--- src/rtl/tic_pkg.sv ---
package tic_pkg;
    localparam int NCH = 2;
    localparam int REG_W = 8;
    localparam logic [REG_W-1:0] CTL_ADDR = 8'h88;

    typedef struct packed {
        logic [NCH-1:0] run;
        logic [NCH-1:0] itype;
    } ctl_t;
endpackage

--- src/rtl/tic_pin_sync.sv ---
module tic_pin_sync #(
    parameter int WIDTH  = 2,
    parameter int STAGES = 2
) (
    input  logic             clk,
    input  logic             rst_n,
    input  logic [WIDTH-1:0] pin_a,
    output logic [WIDTH-1:0] pin_s
);
    logic [WIDTH-1:0][STAGES-1:0] sh_d, sh_q;

    for (genvar i = 0; i < WIDTH; i++) begin : g_bit
        always_comb begin
            sh_d[i] = {sh_q[i][STAGES-2:0], pin_a[i]};
        end
        assign pin_s[i] = sh_q[i][STAGES-1];
    end

    // pins idle high, so the chain resets to ones
    always_ff @(posedge clk) begin
        if (!rst_n) sh_q <= '1;
        else        sh_q <= sh_d;
    end
endmodule

--- src/rtl/tic_ext_req.sv ---
module tic_ext_req (
    input  logic clk,
    input  logic rst_n,
    input  logic pin_s,      // synchronized, active low
    input  logic edge_mode,  // 1: falling edge, 0: low level
    input  logic ack,
    output logic flag
);
    typedef struct packed {
        logic prev;
        logic flag;
    } st_t;

    st_t st_d, st_q;
    logic fall;

    assign fall = st_q.prev & ~pin_s;

    always_comb begin
        st_d      = st_q;
        st_d.prev = pin_s;
        if (edge_mode) begin
            if (fall)     st_d.flag = 1'b1;
            else if (ack) st_d.flag = 1'b0;
        end else begin
            st_d.flag = ~pin_s;
        end
    end

    always_ff @(posedge clk) begin
        if (!rst_n) st_q <= '{prev: 1'b1, flag: 1'b0};
        else        st_q <= st_d;
    end

    assign flag = st_q.flag;


    edge_latch_chk: assert property (@(posedge clk) disable iff (!rst_n)
        edge_mode && st_q.prev && !pin_s |=> flag);

    edge_ack_clr_chk: assert property (@(posedge clk) disable iff (!rst_n)
        edge_mode && ack && !(st_q.prev && !pin_s) |=> !flag);

    level_low_chk: assert property (@(posedge clk) disable iff (!rst_n)
        !edge_mode && !pin_s |=> flag);

    level_high_chk: assert property (@(posedge clk) disable iff (!rst_n)
        !edge_mode && pin_s |=> !flag);
endmodule

--- src/rtl/tic_ovf_flag.sv ---
module tic_ovf_flag (
    input  logic clk,
    input  logic rst_n,
    input  logic ovf,
    input  logic sw_we,
    input  logic sw_val,
    input  logic ack,
    output logic flag
);
    logic flag_d, flag_q;

    always_comb begin
        flag_d = flag_q;
        if (ovf)        flag_d = 1'b1;   // hardware set has priority
        else if (sw_we) flag_d = sw_val;
        else if (ack)   flag_d = 1'b0;
    end

    always_ff @(posedge clk) begin
        if (!rst_n) flag_q <= 1'b0;
        else        flag_q <= flag_d;
    end

    assign flag = flag_q;


    ovf_set_chk: assert property (@(posedge clk) disable iff (!rst_n)
        ovf |=> flag);

    ack_clr_chk: assert property (@(posedge clk) disable iff (!rst_n)
        ack && !ovf && !sw_we |=> !flag);

    sw_write_chk: assert property (@(posedge clk) disable iff (!rst_n)
        sw_we && !ovf |=> flag == $past(sw_val));
endmodule

--- src/rtl/tmr_irq_ctl.sv ---
module tmr_irq_ctl
    import tic_pkg::*;
#(
    parameter logic [7:0] ADDR        = CTL_ADDR,
    parameter int         SYNC_STAGES = 2
) (
    input  logic       clk,
    input  logic       rst_n,
    input  logic       wr_en,
    input  logic [7:0] wr_addr,
    input  logic [7:0] wr_data,
    input  logic [1:0] ovf_pulse,
    input  logic [1:0] irq_pin_n,
    input  logic [1:0] tmr_ack,
    input  logic [1:0] ext_ack,
    output logic [1:0] tmr_run,
    output logic [1:0] tmr_flag,
    output logic [1:0] ext_flag,
    output logic [7:0] rd_data
);
    // bit positions inside the register, per channel
    localparam int TF_BIT [NCH] = '{5, 7};
    localparam int TR_BIT [NCH] = '{4, 6};
    localparam int IT_BIT [NCH] = '{0, 2};

    ctl_t ctl_d, ctl_q;
    logic wr_hit;
    logic [NCH-1:0] pin_s;

    assign wr_hit = wr_en && (wr_addr == ADDR);

    tic_pin_sync #(.WIDTH(NCH), .STAGES(SYNC_STAGES)) sync_i (
        .clk   (clk),
        .rst_n (rst_n),
        .pin_a (irq_pin_n),
        .pin_s (pin_s)
    );

    always_comb begin
        ctl_d = ctl_q;
        if (wr_hit) begin
            for (int i = 0; i < NCH; i++) begin
                ctl_d.run[i]   = wr_data[TR_BIT[i]];
                ctl_d.itype[i] = wr_data[IT_BIT[i]];
            end
        end
    end

    always_ff @(posedge clk) begin
        if (!rst_n) ctl_q <= '0;
        else        ctl_q <= ctl_d;
    end

    for (genvar i = 0; i < NCH; i++) begin : g_ch
        tic_ovf_flag ovf_i (
            .clk    (clk),
            .rst_n  (rst_n),
            .ovf    (ovf_pulse[i]),
            .sw_we  (wr_hit),
            .sw_val (wr_data[TF_BIT[i]]),
            .ack    (tmr_ack[i]),
            .flag   (tmr_flag[i])
        );

        tic_ext_req ext_i (
            .clk       (clk),
            .rst_n     (rst_n),
            .pin_s     (pin_s[i]),
            .edge_mode (ctl_q.itype[i]),
            .ack       (ext_ack[i]),
            .flag      (ext_flag[i])
        );
    end

    assign tmr_run = ctl_q.run;
    assign rd_data = {tmr_flag[1], ctl_q.run[1], tmr_flag[0], ctl_q.run[0],
                      ext_flag[1], ctl_q.itype[1], ext_flag[0], ctl_q.itype[0]};


    run_hold_chk: assert property (@(posedge clk) disable iff (!rst_n)
        !wr_hit |=> $stable(tmr_run));

    run_write_chk: assert property (@(posedge clk) disable iff (!rst_n)
        wr_hit |=> tmr_run == {$past(wr_data[6]), $past(wr_data[4])});
endmodule

--- config.mk ---
export PLATFORM = sky130hd
export DESIGN_NAME = tmr_irq_ctl
export DESIGN_NICKNAME = d
export VERILOG_FILES = /design/src/rtl/tic_pkg.sv /design/src/rtl/tic_pin_sync.sv /design/src/rtl/tic_ext_req.sv /design/src/rtl/tic_ovf_flag.sv /design/src/rtl/tmr_irq_ctl.sv
export SDC_FILE = /design/constraint.sdc
export NUM_CORES = 1
export LEC_CHECK = 0
export CAP_MARGIN = 20
export CORE_MARGIN = 2
export CORE_UTILIZATION = 32
export CTS_CLUSTER_SIZE = 24
export DETAILED_ROUTE_END_ITERATION = 16
export HOLD_SLACK_MARGIN = 0.08
export PLACE_DENSITY = 0.84
export SYNTH_ARGS = -nofsm -noshare
export SYNTH_HDL_FRONTEND = slang
export SYNTH_SLANG_ARGS = --single-unit
export TNS_END_PERCENT = 50
--- constraint.sdc ---
create_clock -name clk -period 1.1 [get_ports clk]
set_input_delay 0.22 -clock clk [delete_from_list [all_inputs] [get_ports clk]]
set_output_delay 0.22 -clock clk [all_outputs]
set_load 0.1 [all_outputs]
==> reports/results.txt <==
Fin nets - 129
Slew @ Worst Pin - 0.2661 ns
Vias in the first global route - 556
Arrival time worst endpoint - 1.27 ns
Gpl congestion - 0.7374
Row Count - 16
Commonest cells after routing, fill and taps aside - clkdlybuf4s50_1 (15), buf_12 (15), nand2_1 (10)
# DRC - 0
Worst Clk Skew - 0.002881 ns
Antenna violations before repair - 0
Slowest stage delay, CP - 0.41 ns
Slew margin rel. - 0.8201
Worst endpoint required time - 1.29 ns
Syn avg cell area - 9.647 µm²
Core Area - 1962 µm²
Max_cap viols - 0
Die Wd - 49.61 µm
Asr flop ratio synth - 0
Placed cells - 124
Pre-CTS setup slack - -0.5925 ns
Reg-to-reg startpoint - rd_data[2]
Leak Pwr - 0.4721 nW
Number of failing hold endpoints at the final stage - 0
Post-synth EDFFs - 0
Final Setup Violations - 0
First-pass GRT wire length - 2497 µm
Sw Pwr - 322.3 µW
Share of power burned in registers - 0.444
Starting DRC count in detailed routing - 5
Final setup margin - 0.01945 ns
Starting Density - 0.3393
DR vias/cell - 4.250
Final Slew Violations - 0
Crit Path Max Fanout - 4
Reg clk slew, reported paths - 0.08 ns
Hold Path Origin - wr_addr[1]
Worst Hold End - g_ch[0].ovf_i.flag
Drt wl/cell - 10.95 µm
CP startpoint kind - input port
I/O Pins - 41
Setup TNS - 0 ns
Port bufs - 38
Setup bufs post-CTS - 0
Worst Setup Path Type - in -> reg
Clock Sinks - 14
Filler cells - 169
Die footprint - 2461 µm²
Largest net degree at the start of global routing - 19
Bufs on Longest Clock Path - 2
Reg2reg path depth - 3
YS warnings - 0
Ranking of synthesized cells by area - dfxtp_1 (42%), buf_4 (14%), mux2i_1 (6.0%)
Clk network pwr share - 0.300
Area of the multi-input gates - 310.3 µm²
Sequential area share after synthesis - 0.4211
Cell-internal power - 865.9 µW
Hold crit path type - in -> reg
Max rail drop VDD - 1002 µV
Total grt overflow - 0
Run status - completed
Drt pass-1 iters - 3
WHS Path Cells - 4
CTS buffer count - 3
Critical Path, Cell by Cell - buf_2, or3_4, nor3_4, mux2i_1
RSZ-0062 raised after global routing - no
Final cell count without fillers - 128
Largest area contributor in the netlist - dfxtp_1
Routed Wire Length - 1402 µm
Ant diodes - 0
CP max-delay cell - or3_4
Mapped Area - 665.6 µm²
H-tree depth - 1
Via count - 544
Met3 usage - 0.05152
Synth top area share - 0.4211
Met2 usage - 0.2267
GRT busiest layer - met2
GR Util met1 - 0.1550
Final Hold Slack - 0.3580 ns
Layout Area Growth over Synthesis - 84.21%
Max frequency - 0.9255 GHz
Fin area - 1226 µm²
Min cycle time layout - 1.081 ns
TritonCTS clock tree - yes
FF-to-FF setup slack - 0.26 ns
Clk Latency, worst-skew pair - 0.27 ns
Post-route ant nets - 0
Most used DFF post-synth - dfxtp_1
Finished Core Util - 0.6250
Mapped Cells - 69
Synth unique cells - 19
Overall Power - 1.188 mW
Syn Nets - 96
DPL Wire Length - 1223 µm
Setup crit end kind - flop
Sw Share - 0.2712
PwrDens - 969.0 nW/µm²
Final period util - 0.9823
Total track usage - 0.1302
Reg area - 305.3 µm²
Gate power share - 0.256
Post-place instance area - 1169 µm²
R2r endpoint - g_ch[1].ext_i.flag
Root Buffer - clkbuf_4
Yosys reg bits - 14
Layout cells sized above 1 - 0.3762
Die Span Y - 49.61 µm
[state kept, by name (all words and copies together), names as in the netlist]
register and cells:
g_ch.ext_i.flag 2, g_ch.ovf_i.flag 2, tmr_run 2, rd_data 2, sync_i.sh_d 2, g_ch.ext_i.st_q 2
sync_i.pin_s 2
[synth_stat cells, types with 2 or more instances]
master,number
a31oi_1,2
nand2_1,10
dfxtp_1,14
nor4b_1,2
inv_1,2
buf_4,12
a21boi_0,2
nand2b_1,6
nor2b_1,3
o22ai_1,2
mux2i_1,4
o311ai_0,2
and2_1,2
[timing repair]
action                     4_1_cts  5_1_grt
setup endpoints to repair       16       11
hold buffers                     0        0
pin swaps                        3        1
resized for setup               29        5
[cells by family after synthesis]
kind of cell / synth area share
flops: 0.4211
buf+inv: 0.1523
compound gates: 0.08646
simple gates: 0.2801
mux: 0.06015
[worst max path at each step]
stage	depth (start not counted)	endpoint	slack, ns	from
global route	4	tmr_run[0]	0.0009	wr_addr[2]
floorplan	3	g_ch[0].ovf_i.flag	-0.001	wr_addr[1]
CTS	1	tmr_flag[1]	0.003	g_ch[1].ovf_i.flag
finish	4	tmr_run[0]	0.02	wr_addr[2]
global placement	4	tmr_run[1]	-0.50	wr_addr[3]
detailed placement	4	g_ch[1].ovf_i.flag	-0.59	wr_addr[1]
[critical path, delay by kind of cell]
kind	cells	cell delay (ns)
and+or+nand+nor	2	0.72
buffers and inverters	1	0.11
muxes	1	0.23
[power by group through the flow]
stage               logic (mW)  registers, mW  clock network [mW]
floorplan                0.159          0.535                   0
global placement         0.303          0.544                   0
detailed placement       0.308          0.544                   0
CTS                      0.305          0.534               0.372
global route             0.320          0.530               0.391
finish                   0.304          0.527               0.357
[area by class of cell]
type | instances | area share
timing repair buffer | 41 | 0.4347
tap | 27 | 0.02755
sequential | 14 | 0.2490
multi-input combinational | 40 | 0.2531
inverter | 2 | 0.006122
clock buffer | 4 | 0.02959
[routing by layer]
layer / vias to the layer above / wire length, µm
met1: 234 / 593
met3: 0 / 75
met2: 19 / 733
met4: 0 / 0
li1: 291 / -
met5: - / 0
Note: power is estimated with default switching activity, not from simulation.
